File: config.mk
export PLATFORM = sky130hd
export DESIGN_NAME = ser_acc_adder
export DESIGN_NICKNAME = d
export VERILOG_FILES = /design/src/rtl/ser_add_pkg.sv /design/src/rtl/ser_add_rst_sync.sv /design/src/rtl/ser_add_shreg.sv /design/src/rtl/ser_add_carry_cell.sv /design/src/rtl/ser_add_ctrl.sv /design/src/rtl/ser_acc_adder.sv
export SDC_FILE = /design/constraint.sdc
export NUM_CORES = 1
export LEC_CHECK = 0
export BUFFER_PORTS_ARGS = -buffer_cell sky130_fd_sc_hd__buf_2
export CORE_MARGIN = 3
export CORE_UTILIZATION = 46
export DETAILED_ROUTE_END_ITERATION = 10
export PLACE_DENSITY_LB_ADDON = 0.08
export SYNTH_ARGS = -nofsm -noshare
export SYNTH_HDL_FRONTEND = slang
export SYNTH_SLANG_ARGS = --single-unit
File: constraint.sdc
create_clock -name clk -period 0.9 [get_ports clk]
set_clock_uncertainty 0.15 [all_clocks]
set_input_delay 0.135 -clock clk [delete_from_list [all_inputs] [get_ports clk]]
set_output_delay 0.135 -clock clk [all_outputs]
set_load 0.01 [all_outputs]
File: src/rtl/ser_add_pkg.sv
package ser_add_pkg;
  typedef enum logic {
    ST_IDLE = 1'b0,
    ST_RUN  = 1'b1
  } seq_state_t;
endpackage

File: src/rtl/ser_add_rst_sync.sv
module ser_add_rst_sync #(
  parameter int STAGES = 2
) (
  input  logic clk,
  input  logic rst_n,
  output logic rst_sync_n
);
  logic [STAGES-1:0] sync_q;

  always_ff @(posedge clk or negedge rst_n) begin
    if (!rst_n) sync_q <= '0;
    else        sync_q <= {sync_q[STAGES-2:0], 1'b1};
  end

  assign rst_sync_n = sync_q[STAGES-1];
endmodule

File: src/rtl/ser_add_shreg.sv
module ser_add_shreg #(
  parameter int WIDTH = 8
) (
  input  logic             clk,
  input  logic             rst_n,
  input  logic             ld,
  input  logic [WIDTH-1:0] ld_val,
  input  logic             sh,
  input  logic             ser_in,
  output logic [WIDTH-1:0] q
);
  logic [WIDTH-1:0] q_d;

  always_comb begin
    q_d = q;
    if (ld)      q_d = ld_val;
    else if (sh) q_d = {ser_in, q[WIDTH-1:1]};
  end

  always_ff @(posedge clk or negedge rst_n) begin
    if (!rst_n) q <= '0;
    else        q <= q_d;
  end
endmodule

File: src/rtl/ser_add_carry_cell.sv
module ser_add_carry_cell (
  input  logic clk,
  input  logic rst_n,
  input  logic a_bit,
  input  logic b_bit,
  input  logic clr,
  input  logic en,
  output logic sum_bit,
  output logic carry_q
);
  logic carry_d;
  logic half;

  assign half    = a_bit ^ b_bit;
  assign sum_bit = half ^ carry_q;

  always_comb begin
    carry_d = carry_q;
    if (clr)     carry_d = 1'b0;
    else if (en) carry_d = (a_bit & b_bit) | (carry_q & half);
  end

  always_ff @(posedge clk or negedge rst_n) begin
    if (!rst_n) carry_q <= 1'b0;
    else        carry_q <= carry_d;
  end
endmodule

File: src/rtl/ser_add_ctrl.sv
module ser_add_ctrl
  import ser_add_pkg::*;
#(
  parameter int WIDTH = 8
) (
  input  logic clk,
  input  logic rst_n,
  input  logic start,
  input  logic shift_en,
  output logic start_go,
  output logic shift_go,
  output logic busy,
  output logic done
);
  localparam int CW = $clog2(WIDTH + 1);

  seq_state_t    state_q, state_d;
  logic [CW-1:0] cnt_q, cnt_d;
  logic          done_q, done_d;

  assign busy     = (state_q == ST_RUN);
  assign done     = done_q;
  assign start_go = start & ~busy;
  assign shift_go = shift_en & busy;

  always_comb begin
    state_d = state_q;
    cnt_d   = cnt_q;
    done_d  = done_q;
    if (start_go) begin
      state_d = ST_RUN;
      cnt_d   = CW'(WIDTH);
      done_d  = 1'b0;
    end else if (shift_go) begin
      cnt_d = cnt_q - CW'(1);
      if (cnt_q == CW'(1)) begin
        state_d = ST_IDLE;
        done_d  = 1'b1;
      end
    end
  end

  always_ff @(posedge clk or negedge rst_n) begin
    if (!rst_n) begin
      state_q <= ST_IDLE;
      cnt_q   <= '0;
      done_q  <= 1'b0;
    end else begin
      state_q <= state_d;
      cnt_q   <= cnt_d;
      done_q  <= done_d;
    end
  end

  // the pass ends only with done raised, never both flags at once
  p_end_sets_done_r6: assert property (@(posedge clk) disable iff (!rst_n)
    $fell(busy) |-> done_q);
  p_busy_done_excl_r6: assert property (@(posedge clk) disable iff (!rst_n)
    !(busy && done_q));
  p_cnt_range_r6: assert property (@(posedge clk) disable iff (!rst_n)
    cnt_q <= CW'(WIDTH));
  // a stalled cycle keeps the count
  p_stall_count_r5: assert property (@(posedge clk) disable iff (!rst_n)
    (busy && !shift_en) |=> $stable(cnt_q) && busy);
  // start while busy keeps the count running down
  p_restart_ignored_r10: assert property (@(posedge clk) disable iff (!rst_n)
    (busy && start && shift_en && cnt_q > CW'(1)) |=> cnt_q == $past(cnt_q) - CW'(1));
endmodule

File: src/rtl/ser_acc_adder.sv
module ser_acc_adder #(
  parameter int WIDTH = 8
) (
  input  logic             clk,
  input  logic             rst_n,
  input  logic             load_a,
  input  logic [WIDTH-1:0] a_val,
  input  logic             load_b,
  input  logic [WIDTH-1:0] b_val,
  input  logic             start,
  input  logic             shift_en,
  input  logic             b_ser_in,
  output logic [WIDTH-1:0] sum_o,
  output logic             carry_o,
  output logic             busy_o,
  output logic             done_o
);
  logic             rst_sync_n;
  logic             start_go, shift_go, busy, done;
  logic             ld_a_go, ld_b_go;
  logic             sum_bit, carry_q;
  logic [WIDTH-1:0] a_q, b_q;

  ser_add_rst_sync #(.STAGES(2)) u_rst (
    .clk(clk), .rst_n(rst_n), .rst_sync_n(rst_sync_n)
  );

  ser_add_ctrl #(.WIDTH(WIDTH)) u_ctrl (
    .clk(clk), .rst_n(rst_sync_n), .start(start), .shift_en(shift_en),
    .start_go(start_go), .shift_go(shift_go), .busy(busy), .done(done)
  );

  assign ld_a_go = load_a & ~busy;
  assign ld_b_go = load_b & ~busy;

  ser_add_shreg #(.WIDTH(WIDTH)) u_areg (
    .clk(clk), .rst_n(rst_sync_n), .ld(ld_a_go), .ld_val(a_val),
    .sh(shift_go), .ser_in(sum_bit), .q(a_q)
  );

  ser_add_shreg #(.WIDTH(WIDTH)) u_breg (
    .clk(clk), .rst_n(rst_sync_n), .ld(ld_b_go), .ld_val(b_val),
    .sh(shift_go), .ser_in(b_ser_in), .q(b_q)
  );

  ser_add_carry_cell u_fa (
    .clk(clk), .rst_n(rst_sync_n), .a_bit(a_q[0]), .b_bit(b_q[0]),
    .clr(start_go), .en(shift_go), .sum_bit(sum_bit), .carry_q(carry_q)
  );

  assign sum_o   = a_q;
  assign carry_o = carry_q;
  assign busy_o  = busy;
  assign done_o  = done;

  // accepted start clears carry and done, enters busy
  p_start_clears_r3: assert property (@(posedge clk) disable iff (!rst_sync_n)
    (start && !busy && !load_a) |=> busy && !carry_q && !done && $stable(a_q));
  // stall keeps both registers and the carry
  p_stall_hold_r5: assert property (@(posedge clk) disable iff (!rst_sync_n)
    (busy && !shift_en) |=> $stable(a_q) && $stable(b_q) && $stable(carry_q));
  // idle without start or load keeps everything
  p_idle_hold_r7: assert property (@(posedge clk) disable iff (!rst_sync_n)
    (!busy && !start && !load_a && !load_b) |=>
      $stable(a_q) && $stable(b_q) && $stable(carry_q) && $stable(done));
  // loads are ignored while a pass runs
  p_no_load_busy_r2: assert property (@(posedge clk) disable iff (!rst_sync_n)
    (busy && !shift_en && load_a) |=> $stable(a_q));
  // streamed bit lands in the addend MSB
  p_serial_in_r9: assert property (@(posedge clk) disable iff (!rst_sync_n)
    (busy && shift_en) |=> b_q[WIDTH-1] == $past(b_ser_in));
endmodule

* Word-level counts from Yosys, hierarchy flattened
Cells that the tools add are included.
** Word-level totals
- Register bits :: 25
- Latch bits :: 0
- Memory bits (writable) :: 0
- Bits in read-only memories :: 0
- Memories :: 0
** Cells by class
- Add/sub/neg operators :: 1
- $mul :: 0
- Div/mod/pow operators :: 0
- Order comparisons :: 0
- Eq/ne operators :: 1
- Shift-type cells :: 0
- Mux-type cells :: 14
- Bitwise logic cells :: 10
- Reductions and logical operators :: 5
** Operator list (number)
- two-way mux 8 bit :: 4
- two-way mux 1 bit :: 8
- two-way mux 4 bit :: 2
- nonzero test 2 bit :: 4
- bitwise AND 1 bit :: 6
- equality test 4 x 1 -> 1 bit, second input constant :: 1
- subtractor 4 x 1 -> 4 bit, second input constant :: 1
- AND reduction 2 bit :: 1
- XOR 1 bit :: 2
- NOT 1 bit :: 1
- bitwise OR 1 bit :: 1

* Depth between registers and ports, before layout
Gate-level depths: netlist (run 1).
- Word-level depth :: 5
- Gate-level depth with buffers :: 5
- Depth with buffers taken out :: 5

* Hierarchy
From an unflattened synthesis (run 1), not the netlist that was laid out.
** Second synthesis, totals
- Cell total of the unflattened synthesis :: 106
- Area, all modules :: 1192.4 um^2
** Modules (own cells, without submodules)
- ser_add_shreg :: instances 2, cells each 34, area an instance 372.9 um^2, sequential area each 200.2 um^2
- ser_add_ctrl :: instances 1, cells each 29, area an instance 321.6 um^2, sequential area each 150.1 um^2
- ser_add_carry_cell :: instances 1, cells each 4, area an instance 58.8 um^2, sequential area each 25.0 um^2
- ser_add_rst_sync :: instances 1, cells each 3, area an instance 53.8 um^2, sequential area each 50.0 um^2
- ser_acc_adder :: instances 1, cells each 2, area an instance 12.5 um^2, sequential area each 0.0 um^2

* Worst setup path before layout (run 1)
Ideal clock, no wire load.
- Path kind :: reg-to-reg
- From :: register u_ctrl.state_q, in the netlist u_ctrl.busy
- To :: register u_ctrl.state_q, in the netlist u_ctrl.busy
- Setup time :: 119 ps
- Data arrival time :: 1229 ps
- Data required time :: 631 ps
- Path slack :: -598 ps
- Stages on the path, launching flop included :: 5
- Cell sequence :: dfrtp_1 buf_4 nand2_4 or4b_4 o21a_1
** On the way
- Longest elaborated chain between the ends :: 4
- Elaborated cells between the ends (all ways) :: 7
- Those cells by class :: mux (1); bitwise (3); reduce/logical (3)
** RTL lines
- start, declared :: RTL line ser_add_ctrl.sv:17 : seq_state_t state_q, state_d;
- start signal, assigned :: RTL line ser_add_ctrl.sv:49 : state_q <= state_d;
- NOT 1 bit :: RTL line ser_add_ctrl.sv:23 : assign start_go = start & ~busy;
- bitwise AND 1 bit :: RTL line ser_add_ctrl.sv:23
- nonzero test 2 bit (no source line)
- AND reduction 2 bit (no source line)
Several ways; a longest one is shown, not always the timed one.
A chain may end at the register's enable or synchronous reset.

* Final worst setup path (run 1)
- From :: register u_areg.q[0]
- To :: register u_areg.q[7]
** On the way
- Longest elaborated chain between the ends :: 4
** RTL lines
- start, declared :: RTL line ser_add_shreg.sv:10 : output logic [WIDTH-1:0] q
- start signal, assigned :: RTL line ser_add_shreg.sv:22 : else q <= q_d;
- XOR 1 bit :: RTL line ser_add_carry_cell.sv:14 : assign half = a_bit ^ b_bit;
- XOR 1 bit :: RTL line ser_add_carry_cell.sv:15 : assign sum_bit = half ^ carry_q;
- two-way mux 8 bit :: RTL line ser_add_shreg.sv:17 : else if (sh) q_d = {ser_in, q[WIDTH-1:1]};
- two-way mux 8 bit :: RTL line ser_add_shreg.sv:16 : if (ld) q_d = ld_val;
Every way passes these cells. The select of a mux whose other input is x is not followed.

==> results of run 1 <==
==> report_power, final <==
| part | internal [uW] | switching (uW) | total [uW] |
|---|---|---|---|
| logic | 2580 | 1740 | 4320 |
| registers | 1640 | 377 | 2020 |
| clock network | 167 | 349 | 516 |
==> area by class of cell <==
class | instances | area, um^2 | share of cell area
clock buffers | 3 | 22.52 | 0.01009
clock inverters | 1 | 5.005 | 0.002242
inverters | 7 | 26.28 | 0.01177
multi-input cells | 84 | 773.2 | 0.3464
flip-flops and latches | 25 | 626.9 | 0.2808
well taps | 30 | 37.54 | 0.01682
repair buffers | 83 | 740.7 | 0.3318
==> how the worst max path moves through the flow <==
stage / startpoint / cells after the start / to / slack, ns
final: u_areg.q[0] / 5 / u_areg.q[7] / -0.57
after global routing: u_areg.q[0] / 5 / u_areg.q[7] / -0.61
after CTS: u_ctrl.cnt_q[1] / 4 / u_ctrl.busy / -0.53
after detailed placement: u_ctrl.cnt_q[0] / 3 / u_ctrl.busy / -0.52
after global placement: u_ctrl.cnt_q[1] / 4 / u_ctrl.busy / -0.49
after floorplan: u_ctrl.busy / 4 / u_ctrl.busy / -0.55
==> timing repair <==
item / 4_1_cts / 5_1_grt
setup endpoints to repair: 34 / 36
pin swaps: 3 / 10
resized for setup: 31 / 45
endpoints found under the hold margin: 19 / 14
buffers inserted: 12 / 8
gates cloned: 0 / 1
==> logic make-up after synthesis <==
family / Yosys count
other cells: 1
fa+ha+maj: 3
compound gates: 40
flops: 25
buf+inv: 16
simple gates: 26
mux: 14
==> metrics by stage <==
stage | utilization | worst slack, ns | instance area [um^2]
2_1_floorplan | - | -0.5486 | 1319
3_3_place_gp | 0.6541 | -0.4873 | 1694
3_5_place_dp | 0.6541 | -0.5247 | 1694
4_1_cts | 0.7676 | -0.5294 | 1988
5_1_grt | 0.8618 | -0.6144 | 2232
6_report | 0.8618 | -0.5726 | 2232
==> synthesized netlist by cell type (all sizes together) <==
cell type  instances  share of area
o21ai              4          0.015
conb               1         0.0029
nor4               1         0.0048
a221o              1         0.0076
a21oi             17          0.068
inv                7          0.020
clkbuf             2         0.0057
o21bai             1         0.0057
ha                 2          0.019
o21a               1         0.0057
a211oi            13          0.075
mux2i             14           0.11
and3               1         0.0048
nand2b             1         0.0048
or4b               1          0.011
nor2               1         0.0029
a21o               1         0.0057
nor2b             15          0.072
fa                 1          0.015
nor3b              1         0.0057
o22ai              2         0.0096
nand2              5          0.020
dfrtp             25           0.48
buf                7          0.034
==> critical path: stages, from the launching register on <==
cell and delay, ns:
dfrtp_1 0.42, inv_2 0.06, fa_1 0.53, nand2_1 0.05
o21ai_1 0.07, a21oi_1 0.08
==> metal layers <==
metal | vias to the layer above | GRT usage | part of all wire
li1 | 602 | - | -
met4 | 0 | 0.03560 | 0.0075
met5 | - | 0 | 0
met2 | 30 | 0.3729 | 0.55
met1 | 599 | 0.2528 | 0.40
met3 | 4 | 0.04139 | 0.041
==> cell usage in the layout, fill, tap and decap left out, types with 2 or more instances in the layout <==
cell type      instances
a211oi_2              12
a21oi_1               11
a21oi_2                6
buf_12                 2
buf_2                 22
buf_4                 23
buf_6                 30
clkbuf_4               3
dfrtp_1               24
dlygate4sd3_1          4
inv_1                  3
inv_2                  4
mux2i_1               12
nand2_1                3
nand2_4                2
nor2b_1               12
nor2b_4                3
o21ai_1                3
o22ai_2                2
==> registers in the layout (all words and copies together), names as in the netlist <==
register	count
u_fa.carry_q	1
u_ctrl.busy	1
u_ctrl.cnt_q	4
u_areg.q	8
u_ctrl.done	1
u_breg.q	8
u_rst.sync_q	2
==> impl_metrics.env, run 1 <==
export IMPL_numPlacedInstances=207
export IMPL_clockBufferDepth=2
export IMPL_rows=18
export IMPL_yosysWarnings=0
export IMPL_grt_remaining_overflow=0
export IMPL_r2r_end="u_areg.q[7]"
export IMPL_drv_slew=0
export IMPL_syn_num_nets=151
export IMPL_vdd_ir_drop_max_v=0.002917
export IMPL_io_pins=34
export IMPL_r2r_start="u_areg.q[0]"
export IMPL_drv_cap=0
export IMPL_vias_per_cell=5.300
export IMPL_synth_top_family_by_area="compound AO/OA/AOI/OAI gates"
export IMPL_clock_root_buffer="clkbuf_4"
export IMPL_wl_per_cell_um=16.58
export IMPL_min_from="b_val[2]"
export IMPL_crit_arrival_ns=1.53
export IMPL_totalNegativeSetupSlack_ns=-12.76
export IMPL_track_usage=0.2057
export IMPL_synthAdderAreaFrac=0.03442
export IMPL_hpwlAfterDp_um=2138
export IMPL_path_clk_slew_ns=0.14
export IMPL_hold_ws_ns=-0.09401
export IMPL_worstPathRequired_ns=0.96
export IMPL_synth_area_per_cell_um2=10.47
export IMPL_io_buffer_count=33
export IMPL_finalHoldViolations=15
export IMPL_syn_area_um2=1309
export IMPL_violations="negative hold slack, negative setup slack"
export IMPL_yosysSeqAreaShare=0.4780
export IMPL_rsz0062_at_grt="yes"
export IMPL_n_antenna_cell=0
export IMPL_vias=1235
export IMPL_route_detailed_drc=0
export IMPL_dieArea_um2=3521
export IMPL_min_to="u_breg.q[2]"
export IMPL_synth_compound_area_frac=0.1922
export IMPL_reg2reg_depth=5
export IMPL_setup_viol=34
export IMPL_wl_um=3864
export IMPL_area_growth_pct=70.55
export IMPL_clock_sinks=25
export IMPL_start_kind="flip-flop"
export IMPL_status="complete, but fails checks"
export IMPL_synthCells=125
export IMPL_stdcell_count=233
export IMPL_min_path_cells=2
export IMPL_numCtsBuffers=3
export IMPL_hold_buffers=4
export IMPL_cp_max_fo=2
export IMPL_fmax_ghz=0.6791
export IMPL_synth_xor_area_share=0
export IMPL_fill_cells=127
export IMPL_setup_ws_ns=-0.5726
export IMPL_powerDensity_nw_per_um2=3068
export IMPL_crit_type="reg2reg"
export IMPL_nets=230
export IMPL_drtIter0Drc=49
export IMPL_ys_types=29
export IMPL_antenna_found_initial=0
export IMPL_synthSimpleGateAreaFrac=0.1252
export IMPL_hold_class="in2reg"
export IMPL_synth_seq_cells=25
export IMPL_finalCriticalPeriod_ns=1.473
export IMPL_worstSkewPairLatency_ns=0.32
export IMPL_fin_crit_sh=1.636
export IMPL_cts_tree="built"
export IMPL_rrSetupSlack_ns=-0.57
export IMPL_cts_htree_levels=1
export IMPL_grt_pass1_vias=1221
export IMPL_core_area_um2=2590
export IMPL_cp_end_kind="flip-flop"
export IMPL_ant_nets=0
export IMPL_synthMuxAreaShare=0.1071
export IMPL_drive_above_1_share=0.5862
export IMPL_die_h_um=59.34
export IMPL_die_w_um=59.34
export IMPL_grt_max_degree=24
export IMPL_first_pass_iters=4
export IMPL_routabilityCongestion=0.7212
export IMPL_grt_pass1_wl_um=5492
export IMPL_total_power_uw=6847
export IMPL_start_util=0.5053
export IMPL_power_leakage_uw=0.001037
Note: power is estimated with default switching activity, not from simulation.
==> inputs of run 2 (changes only) <==
--- a/config.mk
+++ b/config.mk
@@ -7,7 +7,8 @@
 export LEC_CHECK = 0
 export BUFFER_PORTS_ARGS = -buffer_cell sky130_fd_sc_hd__buf_2
 export CORE_MARGIN = 3
-export CORE_UTILIZATION = 46
+export CORE_UTILIZATION = 45
+export CTS_BUF_LIST = sky130_fd_sc_hd__clkbuf_8
 export DETAILED_ROUTE_END_ITERATION = 10
 export PLACE_DENSITY_LB_ADDON = 0.08
 export SYNTH_ARGS = -nofsm -noshare
==> impl_metrics.env, run 2 (synthesized netlist as in run 1, its figures left out) <==
export IMPL_status="complete, but fails checks"
export IMPL_total_power_uw=7097
export IMPL_violations="negative hold slack, negative setup slack"
export IMPL_drive_above_1_share=0.5902
export IMPL_cp_max_fo=2
export IMPL_vias_per_cell=5.404
export IMPL_clock_sinks=25
export IMPL_hold_class="in2reg"
export IMPL_vdd_ir_drop_max_v=0.002404
export IMPL_hold_ws_ns=-0.05361
export IMPL_crit_path_cell_trace="inv_2 -> fa_1 -> nand2_1 -> o21ai_1 -> a21oi_1"
export IMPL_die_w_um=59.93
export IMPL_final_cell_mix="28 x buf_6, 27 x buf_4, 24 x dfrtp_1"
export IMPL_start_kind="flip-flop"
export IMPL_path_clk_slew_ns=0.09
export IMPL_io_buffer_count=33
export IMPL_numCtsBuffers=3
export IMPL_cp_end_kind="flip-flop"
export IMPL_reg_top3="u_areg.q x8, u_breg.q x8, u_ctrl.cnt_q x4"
export IMPL_crit_arrival_ns=1.45
export IMPL_wl_um=3965
export IMPL_hold_buffers=1
export IMPL_crit_type="reg2reg"
export IMPL_slowest_delay_ns=0.53
export IMPL_routabilityCongestion=0.7620
export IMPL_die_h_um=59.93
export IMPL_finalHoldViolations=7
export IMPL_drv_cap=0
export IMPL_drtIter0Drc=62
export IMPL_clockBufferDepth=2
export IMPL_nets=232
export IMPL_grt_pass1_wl_um=5395
export IMPL_crit_buf_inv=1
export IMPL_worstPathRequired_ns=0.90
export IMPL_vias=1270
export IMPL_rsz0062_at_grt="yes"
export IMPL_track_usage=0.2002
export IMPL_critical_path_top_delay_family="adder cells"
export IMPL_min_to="u_breg.q[2]"
export IMPL_reg2reg_depth=5
export IMPL_p_int_uw=4584
export IMPL_setup_viol=34
export IMPL_cp_slowest_cell="fa_1"
export IMPL_powerDensity_nw_per_um2=3118
export IMPL_hpwlAfterDp_um=2183
export IMPL_wl_per_cell_um=16.87
export IMPL_rrSetupSlack_ns=-0.55
export IMPL_grt_remaining_overflow=0
export IMPL_area_growth_pct=73.90
export IMPL_grt_max_degree=24
export IMPL_grt_pass1_vias=1230
export IMPL_route_detailed_drc=0
export IMPL_ant_nets=0
export IMPL_clkPwrFrac=0.094
export IMPL_first_pass_iters=4
export IMPL_core_area_um2=2613
export IMPL_dieArea_um2=3592
export IMPL_start_util=0.5010
export IMPL_r2r_start="u_fa.carry_q"
export IMPL_utilization=0.8712
export IMPL_cts_tree="built"
export IMPL_n_antenna_cell=0
export IMPL_rows=18
export IMPL_switchingPower_uw=2513
export IMPL_finalCriticalPeriod_ns=1.452
export IMPL_setup_ws_ns=-0.5522
export IMPL_r2r_end="u_areg.q[7]"
export IMPL_cts_htree_levels=1
export IMPL_power_leakage_uw=0.001051
export IMPL_worstSkewPairLatency_ns=0.27
export IMPL_swShare=0.3541
export IMPL_drv_slew=0
export IMPL_antenna_found_initial=0
export IMPL_p_comb_frac=0.620
export IMPL_clock_root_buffer="clkbuf_8"
export IMPL_io_pins=34
export IMPL_mostFrequentLayoutCell="buf_6"
export IMPL_min_path_cells=2
export IMPL_p_seq_frac=0.286
export IMPL_fin_crit_sh=1.614
export IMPL_min_from="b_val[2]"
export IMPL_fmax_ghz=0.6886
==> run 2: changes by cell type in the layout (fill, tap and decap cells not counted), sizes merged <==
cell,before,now
buf,78,82
clkbuf,4,5
dlygate4sd3,4,1
==> run 2: power by group through the flow <==
stage	clock [uW]	combinational, uW	sequential (uW)
after floorplan	0	1280	2090
after global placement	0	2620	1900
after detailed placement	0	2730	1930
after CTS	673	3500	1960
after global routing	757	4760	2090
final	667	4400	2030
==> run 2: layout make-up <==
class / count / area, um^2
clock buffers: 3 / 41.29
clock inverters: 1 / 5.005
fillers: 121 / 336.6
inverters: 7 / 26.28
multi-input cells: 84 / 770.7
flip-flops and latches: 25 / 626.9
well taps: 30 / 37.54
repair buffers: 85 / 768.2
==> run 2: worst max-delay path by stage <==
stage                      endpoint  depth (start not counted)            start  slack, ns
global route            u_areg.q[7]                          5     u_fa.carry_q      -0.60
CTS                     u_ctrl.busy                          4  u_ctrl.cnt_q[1]      -0.52
floorplan               u_ctrl.busy                          4      u_ctrl.busy      -0.55
global placement        u_ctrl.busy                          4  u_ctrl.cnt_q[1]      -0.48
detailed placement  u_ctrl.cnt_q[3]                          4      u_ctrl.busy      -0.52
finish                  u_areg.q[7]                          5     u_fa.carry_q      -0.55
==> run 2: timing repair <==
action,4_1_cts,5_1_grt
endpoints found under the setup margin,34,34
gates cloned,0,2
gates resized for setup,25,46
setup buffers,10,9
hold endpoints to repair,6,5
pin swaps,4,8
==> run 2: per-stage QoR <==
stage / TNS, ns / std cells / cell area, um^2 / setup WS (ns) / hold WS (ns)
after CTS: -12.21 / 225 / 1966 / -0.5218 / -0.05349
after global routing: -14.13 / 235 / 2276 / -0.5957 / -0.06624
final: -12.45 / 235 / 2276 / -0.5522 / -0.05361
after floorplan: -8.360 / 125 / 1319 / -0.5486 / -0.3106
after global placement: -8.270 / 211 / 1724 / -0.4836 / -0.2308
after detailed placement: -9.100 / 211 / 1724 / -0.5230 / -0.2270
==> run 2: metal layers <==
metal  vias to the layer above  wire (um)  GRT usage
met5                         -          0          0
met4                         0        117    0.07911
met3                        11        131    0.03024
met2                        29       2066     0.3503
met1                       629       1649     0.2445
li1                        601          -          -
